===== src/rtl/vid_pkg.sv =====
package vid_pkg;
  localparam int unsigned VID_MAX_LINES = 64;

  // Kind of event handled in the current cycle
  typedef enum logic [1:0] {
    EV_NONE   = 2'd0,
    EV_LINE   = 2'd1,
    EV_UNMASK = 2'd2,
    EV_MASK   = 2'd3
  } vid_ev_e;
endpackage


===== src/rtl/vid_event_sel.sv =====
module vid_event_sel
  import vid_pkg::*;
#(
  parameter int unsigned N = 64
) (
  input  logic [N-1:0] line_in,
  input  logic [N-1:0] lseen,
  input  logic [N-1:0] mask_r,
  input  logic [N-1:0] cfg_mask,
  output vid_ev_e      ev_kind,
  output logic [N-1:0] ev_set,
  output logic         ev_lvl
);
  localparam logic [N-1:0] ONE = N'(1);

  logic [N-1:0] chg, unm, newm;

  assign chg  = line_in ^ lseen;
  assign unm  = mask_r & ~cfg_mask;
  assign newm = ~mask_r & cfg_mask;

  always_comb begin
    ev_kind = EV_NONE;
    ev_set  = '0;
    ev_lvl  = 1'b0;
    if (|chg) begin
      // isolate the lowest changed line
      ev_kind = EV_LINE;
      ev_set  = chg & (~chg + ONE);
      ev_lvl  = |(line_in & ev_set);
    end else if (|unm) begin
      ev_kind = EV_UNMASK;
      ev_set  = unm;
      ev_lvl  = 1'b1;
    end else if (|newm) begin
      ev_kind = EV_MASK;
      ev_set  = newm;
      ev_lvl  = 1'b0;
    end
  end
endmodule


===== src/rtl/vid_line_state.sv =====
module vid_line_state
  import vid_pkg::*;
#(
  parameter int unsigned N = 64
) (
  input  logic         clk,
  input  logic         rst_n,
  input  vid_ev_e      ev_kind,
  input  logic [N-1:0] ev_set,
  input  logic [N-1:0] line_in,
  input  logic [N-1:0] edge_r,
  output logic [N-1:0] lseen,
  output logic [N-1:0] pend,
  output logic [N-1:0] pend_nx
);
  logic [N-1:0] lseen_nx;
  logic         is_line;

  assign is_line = (ev_kind == EV_LINE);

  always_comb begin
    lseen_nx = lseen;
    pend_nx  = pend;
    if (is_line) begin
      lseen_nx = (lseen & ~ev_set) | (line_in & ev_set);
      // level lines copy the input; edge lines only set on a rise from 0
      pend_nx  = (pend & ~(ev_set & ~edge_r))
               | (ev_set & line_in & (~edge_r | ~lseen));
    end
  end

  always_ff @(posedge clk or negedge rst_n) begin
    if (!rst_n) begin
      lseen <= '0;
      pend  <= '0;
    end else begin
      lseen <= lseen_nx;
      pend  <= pend_nx;
    end
  end
endmodule


===== src/rtl/vid_dispatch.sv =====
module vid_dispatch
  import vid_pkg::*;
#(
  parameter int unsigned N    = 64,
  parameter int unsigned VW   = 8,
  parameter int unsigned NOUT = 256
) (
  input  logic            clk,
  input  logic            rst_n,
  input  vid_ev_e         ev_kind,
  input  logic [N-1:0]    ev_set,
  input  logic            ev_lvl,
  input  logic [N-1:0]    pend_nx,
  input  logic [N-1:0]    mask_eff,
  input  logic [N*VW-1:0] vec_flat,
  output logic [N-1:0]    isr,
  output logic [NOUT-1:0] irq_out
);
  localparam logic [N-1:0] ONE = N'(1);

  logic          rise, fall;
  logic [N-1:0]  elig, sel;
  logic [VW-1:0] vec_pick;

  assign rise = ((ev_kind == EV_LINE) && ev_lvl) || (ev_kind == EV_UNMASK);
  assign fall = ((ev_kind == EV_LINE) && !ev_lvl) || (ev_kind == EV_MASK);

  always_comb begin
    elig = '0;
    if (rise)      elig = pend_nx & ~mask_eff & ev_set;
    else if (fall) elig = isr & ev_set;
    sel = elig & (~elig + ONE);
  end

  always_comb begin
    vec_pick = '0;
    for (int i = 0; i < int'(N); i++) begin
      if (sel[i]) vec_pick = vec_pick | vec_flat[i*VW +: VW];
    end
  end

  always_ff @(posedge clk or negedge rst_n) begin
    if (!rst_n) begin
      isr     <= '0;
      irq_out <= '0;
    end else if (|elig) begin
      isr               <= rise ? (isr | sel) : (isr & ~sel);
      irq_out[vec_pick] <= rise;
    end
  end
endmodule


===== src/rtl/vec_irq_dispatch.sv =====
module vec_irq_dispatch
  import vid_pkg::*;
#(
  parameter int unsigned NUM_LINES = 64,
  parameter int unsigned VEC_W     = 8,
  localparam int unsigned NUM_OUTS = 1 << VEC_W
) (
  input  logic                       clk,
  input  logic                       rst_n,
  input  logic [NUM_LINES-1:0]       line_in,
  input  logic [NUM_LINES-1:0]       cfg_edge,
  input  logic [NUM_LINES-1:0]       cfg_mask,
  input  logic [NUM_LINES*VEC_W-1:0] cfg_vec,
  output logic [NUM_OUTS-1:0]        irq_out,
  output logic [NUM_LINES-1:0]       pend_o,
  output logic [NUM_LINES-1:0]       isr_o
);
  if (NUM_LINES < 1 || NUM_LINES > VID_MAX_LINES) begin : g_bad_count
    $error("vec_irq_dispatch: NUM_LINES out of range");
  end

  logic [NUM_LINES-1:0]       edge_r, mask_r, mask_eff;
  logic [NUM_LINES*VEC_W-1:0] vec_r;
  logic [NUM_LINES-1:0]       lseen, pend_nx, ev_set;
  vid_ev_e                    ev_kind;
  logic                       ev_lvl;

  // configuration capture; the mask only moves through mask events
  always_ff @(posedge clk or negedge rst_n) begin
    if (!rst_n) begin
      edge_r <= '0;
      vec_r  <= '0;
      mask_r <= '1;
    end else begin
      edge_r <= cfg_edge;
      vec_r  <= cfg_vec;
      if (ev_kind == EV_UNMASK)    mask_r <= mask_r & cfg_mask;
      else if (ev_kind == EV_MASK) mask_r <= cfg_mask;
    end
  end

  assign mask_eff = (ev_kind == EV_UNMASK) ? (mask_r & cfg_mask) : mask_r;

  vid_event_sel #(.N(NUM_LINES)) u_sel (
    .line_in (line_in),
    .lseen   (lseen),
    .mask_r  (mask_r),
    .cfg_mask(cfg_mask),
    .ev_kind (ev_kind),
    .ev_set  (ev_set),
    .ev_lvl  (ev_lvl)
  );

  vid_line_state #(.N(NUM_LINES)) u_state (
    .clk    (clk),
    .rst_n  (rst_n),
    .ev_kind(ev_kind),
    .ev_set (ev_set),
    .line_in(line_in),
    .edge_r (edge_r),
    .lseen  (lseen),
    .pend   (pend_o),
    .pend_nx(pend_nx)
  );

  vid_dispatch #(.N(NUM_LINES), .VW(VEC_W), .NOUT(NUM_OUTS)) u_disp (
    .clk     (clk),
    .rst_n   (rst_n),
    .ev_kind (ev_kind),
    .ev_set  (ev_set),
    .ev_lvl  (ev_lvl),
    .pend_nx (pend_nx),
    .mask_eff(mask_eff),
    .vec_flat(vec_r),
    .isr     (isr_o),
    .irq_out (irq_out)
  );
endmodule


===== config.mk =====
export PLATFORM = sky130hd
export DESIGN_NAME = vec_irq_dispatch
export DESIGN_NICKNAME = d
export VERILOG_FILES = /design/src/rtl/vid_pkg.sv /design/src/rtl/vid_event_sel.sv /design/src/rtl/vid_line_state.sv /design/src/rtl/vid_dispatch.sv /design/src/rtl/vec_irq_dispatch.sv
export SDC_FILE = /design/constraint.sdc
export NUM_CORES = 2
export LEC_CHECK = 0
export BUFFER_PORTS_ARGS = -buffer_cell sky130_fd_sc_hd__clkbuf_2
export CAP_MARGIN = 30
export CORE_AREA = 2 2 429 431
export CTS_BUF_LIST = sky130_fd_sc_hd__clkbuf_16
export CTS_CLUSTER_DIAMETER = 120
export DETAILED_ROUTE_END_ITERATION = 6
export DIE_AREA = 0 0 431 433
export GPL_TIMING_DRIVEN = 0
export REMOVE_ABC_BUFFERS = 1
export SYNTH_ARGS = -nofsm -noshare
export SYNTH_HDL_FRONTEND = slang
export SYNTH_SLANG_ARGS = --single-unit

===== constraint.sdc =====
create_clock -name clk -period 7.4 [get_ports clk]
set_input_delay 0.74 -clock clk [delete_from_list [all_inputs] [get_ports clk]]
set_output_delay 0.74 -clock clk [all_outputs]
set_load 0.005 [all_outputs]

==> flow_metrics.tcl <==
set metrics [dict create \
    drc 11 \
    syn_to_final_growth_pct 52.12 \
    antenna_found_initial 104 \
    final_layout_size_suffix_gt1_share_pct 44.27 \
    via_per_inst 5.969 \
    hold_viol_final 0 \
    synthSimpleGateAreaFrac_pct 20.13 \
    dp.cells 8462 \
    path_max_fanout 22 \
    power_frac_clock_pct 27.8 \
    p_int_mw 13.87 \
    synth_cell_type_count 118 \
    yosysWarningCount 0 \
    reg2reg_from "mask_r[18]" \
    synth_largest_area_cell "dfrtp_1" \
    post_dp_cell_area_sq_um 62350 \
    outcome "finished, violations left" \
    finalCriticalPeriod_ns 8.453 \
    gp_congestion 1.036 \
    syn_area_sq_um 51920 \
    end_kind "flop" \
    cts_sinks 1088 \
    slew_viol_final 0 \
    rsz0062_at_grt "yes" \
    dr.pass1.iters 7 \
    violations "DRC, setup timing" \
    tightest_slew_ns 1.126 \
    synth-compound-area-share_pct 17.20 \
    p_sw_mw 9.544 \
    wl_um 373100 \
    cts_tree "done" \
    min_path_type "in2reg" \
    drtIter0Drc 7631 \
    whs_path_depth 1 \
    syn_area_per_cell_sq_um 10.30 \
    p_leak_nw 36.40 \
    layout_setup_ws_ns -1.053 \
    core-area_sq_um 182100 \
    cp.required_ns 8.09 \
    die_y_um 433 \
    cts-buffers-inserted 131 \
    root_buffer "clkbuf_16" \
    die-area_sq_um 186600 \
    place_hpwl_um 284300 \
    r2r_end "u_disp.irq_out[11]" \
    final_cells 9472 \
    final_nets 7604 \
    rr_worst_depth 29 \
    wl_per_cell_um 39.39 \
    grt_pass1_wl_um 474900 \
    nFillCells 17282 \
    synthMuxAreaShare_pct 4.935 \
    relSlewSlack_pct 24.80 \
    die_w_um 431 \
    synth_top_family_by_area "simple AND/OR/NAND/NOR gates" \
    synth.area.top_cells "dfrtp_1 49%, nand2_1 3.6%, mux2_2 3.4%" \
    synth_top_area_share_pct 49.35 \
    synth-seq-cells 1088 \
    synth_seq_area_share_pct 52.59 \
    crit_buf_inv 9 \
    gr-total-overflow 0 \
    path_clk_slew_ns 0.07 \
    combPwrFrac_pct 43.4 \
    start_util_pct 28.51 \
    hp-start "cfg_vec[233]" \
    netSwitchingFraction_pct 40.76 \
    htreeDepth 4 \
    drtAntennaViolNets 0 \
    startpoint_type "flop" \
    crit_family "simple AND/OR/NAND/NOR gates" \
    path_class "reg2reg" \
    syn_inst 5043 \
    max-cap-violations 0 \
    synth_xor_area_share_pct 1.901 \
    num_rows 157 \
    num_io_pins 1090 \
    fmax_mhz 118.3 \
    finalSetupViolations 256 \
    synth-edff-count 0 \
    skew_ns 0.03115 \
    worst-path-stages 29 \
    seqPwrFrac_pct 28.9 \
    clock_latency_ns 0.82 \
    num_vias 56537 \
    cp.arrival_ns 9.14 \
    grt_util_all_layers_pct 37.71 \
    peakVddDrop_v 0.0003014 \
    whs_endpoint "vec_r[233]" \
    grt_pass1_vias 53083 \
    synthAdderAreaFrac_pct 0.1229 \
    ff2ff_setup_slack_ns -1.05 \
    crit_slowest_cell "a2111oi_4" \
    placement.io_buffers 1089 \
    critPathMaxStageDelay_ns 0.83 \
    fin_area_sq_um 78980 \
    async_flop_share_pct 100.0 \
    crit_top_cell "nand4_1" \
    clockBufferDepth 3 \
    grt_max_degree 116 \
    finalCritPeriodShare_pct 114.2 \
    power_density_nw_per_um2 296.5 \
    ys.flop_type "dfrtp_1" \
]
placed cells by master, fill, tap and decap left out, types with 81 or more instances in the layout:
| cell | instances |
|---|---|
| nor3_1 | 93 |
| nand3_1 | 131 |
| nand4_1 | 154 |
| mux2_4 | 83 |
| buf_12 | 81 |
| inv_1 | 147 |
| a21oi_1 | 130 |
| buf_6 | 115 |
| clkbuf_2 | 1088 |
| a22oi_1 | 89 |
| nand2b_1 | 114 |
| nand2_1 | 413 |
| buf_4 | 472 |
| dfrtp_1 | 996 |
| clkbuf_16 | 146 |
| mux2_2 | 122 |
| diode_2 | 87 |
| o21ai_0 | 256 |
| nor2_1 | 300 |
cell usage after synthesis, types with 21 or more instances:
cell,instances
o22a_1,56
nor3b_1,21
nor2b_1,51
and4_1,27
o21ai_0,328
o21a_1,27
a21oi_1,145
o31a_1,25
dfrtp_1,1024
nand2_1,504
o32ai_1,22
inv_1,125
nor2_1,338
o21ai_1,41
a21boi_0,33
xnor2_1,47
nand2b_1,118
o31ai_1,106
mux2_1,66
nor4b_1,22
and3_1,44
mux2_2,158
nand3_1,167
or3_1,26
a32oi_1,37
a22o_1,50
a31oi_1,21
clkbuf_1,135
and2_1,53
buf_2,69
dfstp_2,64
nor3_1,162
nor4_1,107
a22oi_1,93
nand4_1,154
or4_1,25
xor2_1,44
o22ai_1,69
routing by layer:
layer	global-route usage, %	share of wire, %	up-vias
met5	0	0.030	-
met4	25.15	8.2	18
met3	10.02	10	1054
met2	57.85	44	4037
met1	46.56	38	28745
li1	-	-	22683
worst reg2reg max path: cells and delay by family (launching register included):
family | cells | cell delay [ns]
compound gates | 4 | 2.05
mux | 1 | 0.33
flops | 1 | 0.38
buf+inv | 9 | 1.66
simple gates | 15 | 3.94
kinds of logic after synthesis:
| kind of cell | Yosys count |
|---|---|
| AO/OA/AOI/OAI | 1293 |
| XOR/XNOR | 102 |
| adder cells (fa/ha/maj) | 6 |
| buffers and inverters | 364 |
| flip-flops | 1088 |
| multiplexers | 228 |
| AND/OR/NAND/NOR | 1962 |
what timing repair did:
item,CTS,global route
gates resized for setup,611,649
hold buffers,75,0
buffers inserted,372,219
cloned,17,16
endpoints found under the hold margin,135,0
pin swaps,195,178
endpoints found under the setup margin,312,256
through the flow:
stage          utilization [%]  setup WS (ns)  setup TNS (ns)  hold slack [ns]  total power, mW
6_report                 43.37         -1.053         -219.04          0.03272            23.42
5_1_grt                  43.34        -0.9574         -193.97          0.01013            23.90
4_1_cts                  40.71        -0.6196         -110.06        0.0004199            21.33
3_5_place_dp             34.24         -5.817        -1472.92           0.4784            12.76
3_3_place_gp             32.52         -22.06               -           0.4703            11.87
2_1_floorplan                -         -4.634        -1161.37           0.4444            8.956
power by group through the flow:
stage | Combinational [mW] | Sequential, mW | Clock (mW)
detailed placement | 5.96 | 6.81 | 0
CTS | 8.05 | 6.73 | 6.55
finish | 10.2 | 6.76 | 6.50
floorplan | 2.21 | 6.75 | 0
global placement | 5.06 | 6.82 | 0
global route | 10.3 | 6.80 | 6.80
layout make-up:
class,instances,area (sq um),area share (%)
timing repair buffer,1945,14880,18.83
multi-input combinational,3605,28920,36.62
tap,2385,2984,3.778
antenna,87,217.7,0.2756
inverter,126,476.7,0.6036
clock buffer,132,3303,4.182
sequential,1088,27340,34.62
clock inverter,104,863.3,1.093
worst max-delay path by stage:
stage | from | endpoint | slack [ns]
after global routing | flop | u_disp.irq_out[107] | -0.96
after global placement | rst_n | u_disp.irq_out[56] | -22.06
after CTS | flop | u_disp.irq_out[11] | -0.62
after floorplan | line_in[0] | u_disp.irq_out[40] | -4.63
after detailed placement | line_in[42] | u_disp.irq_out[40] | -5.82
final | mask_r[18] | u_disp.irq_out[11] | -1.05
No activity file was read; power rests on OpenSTA's default activity.
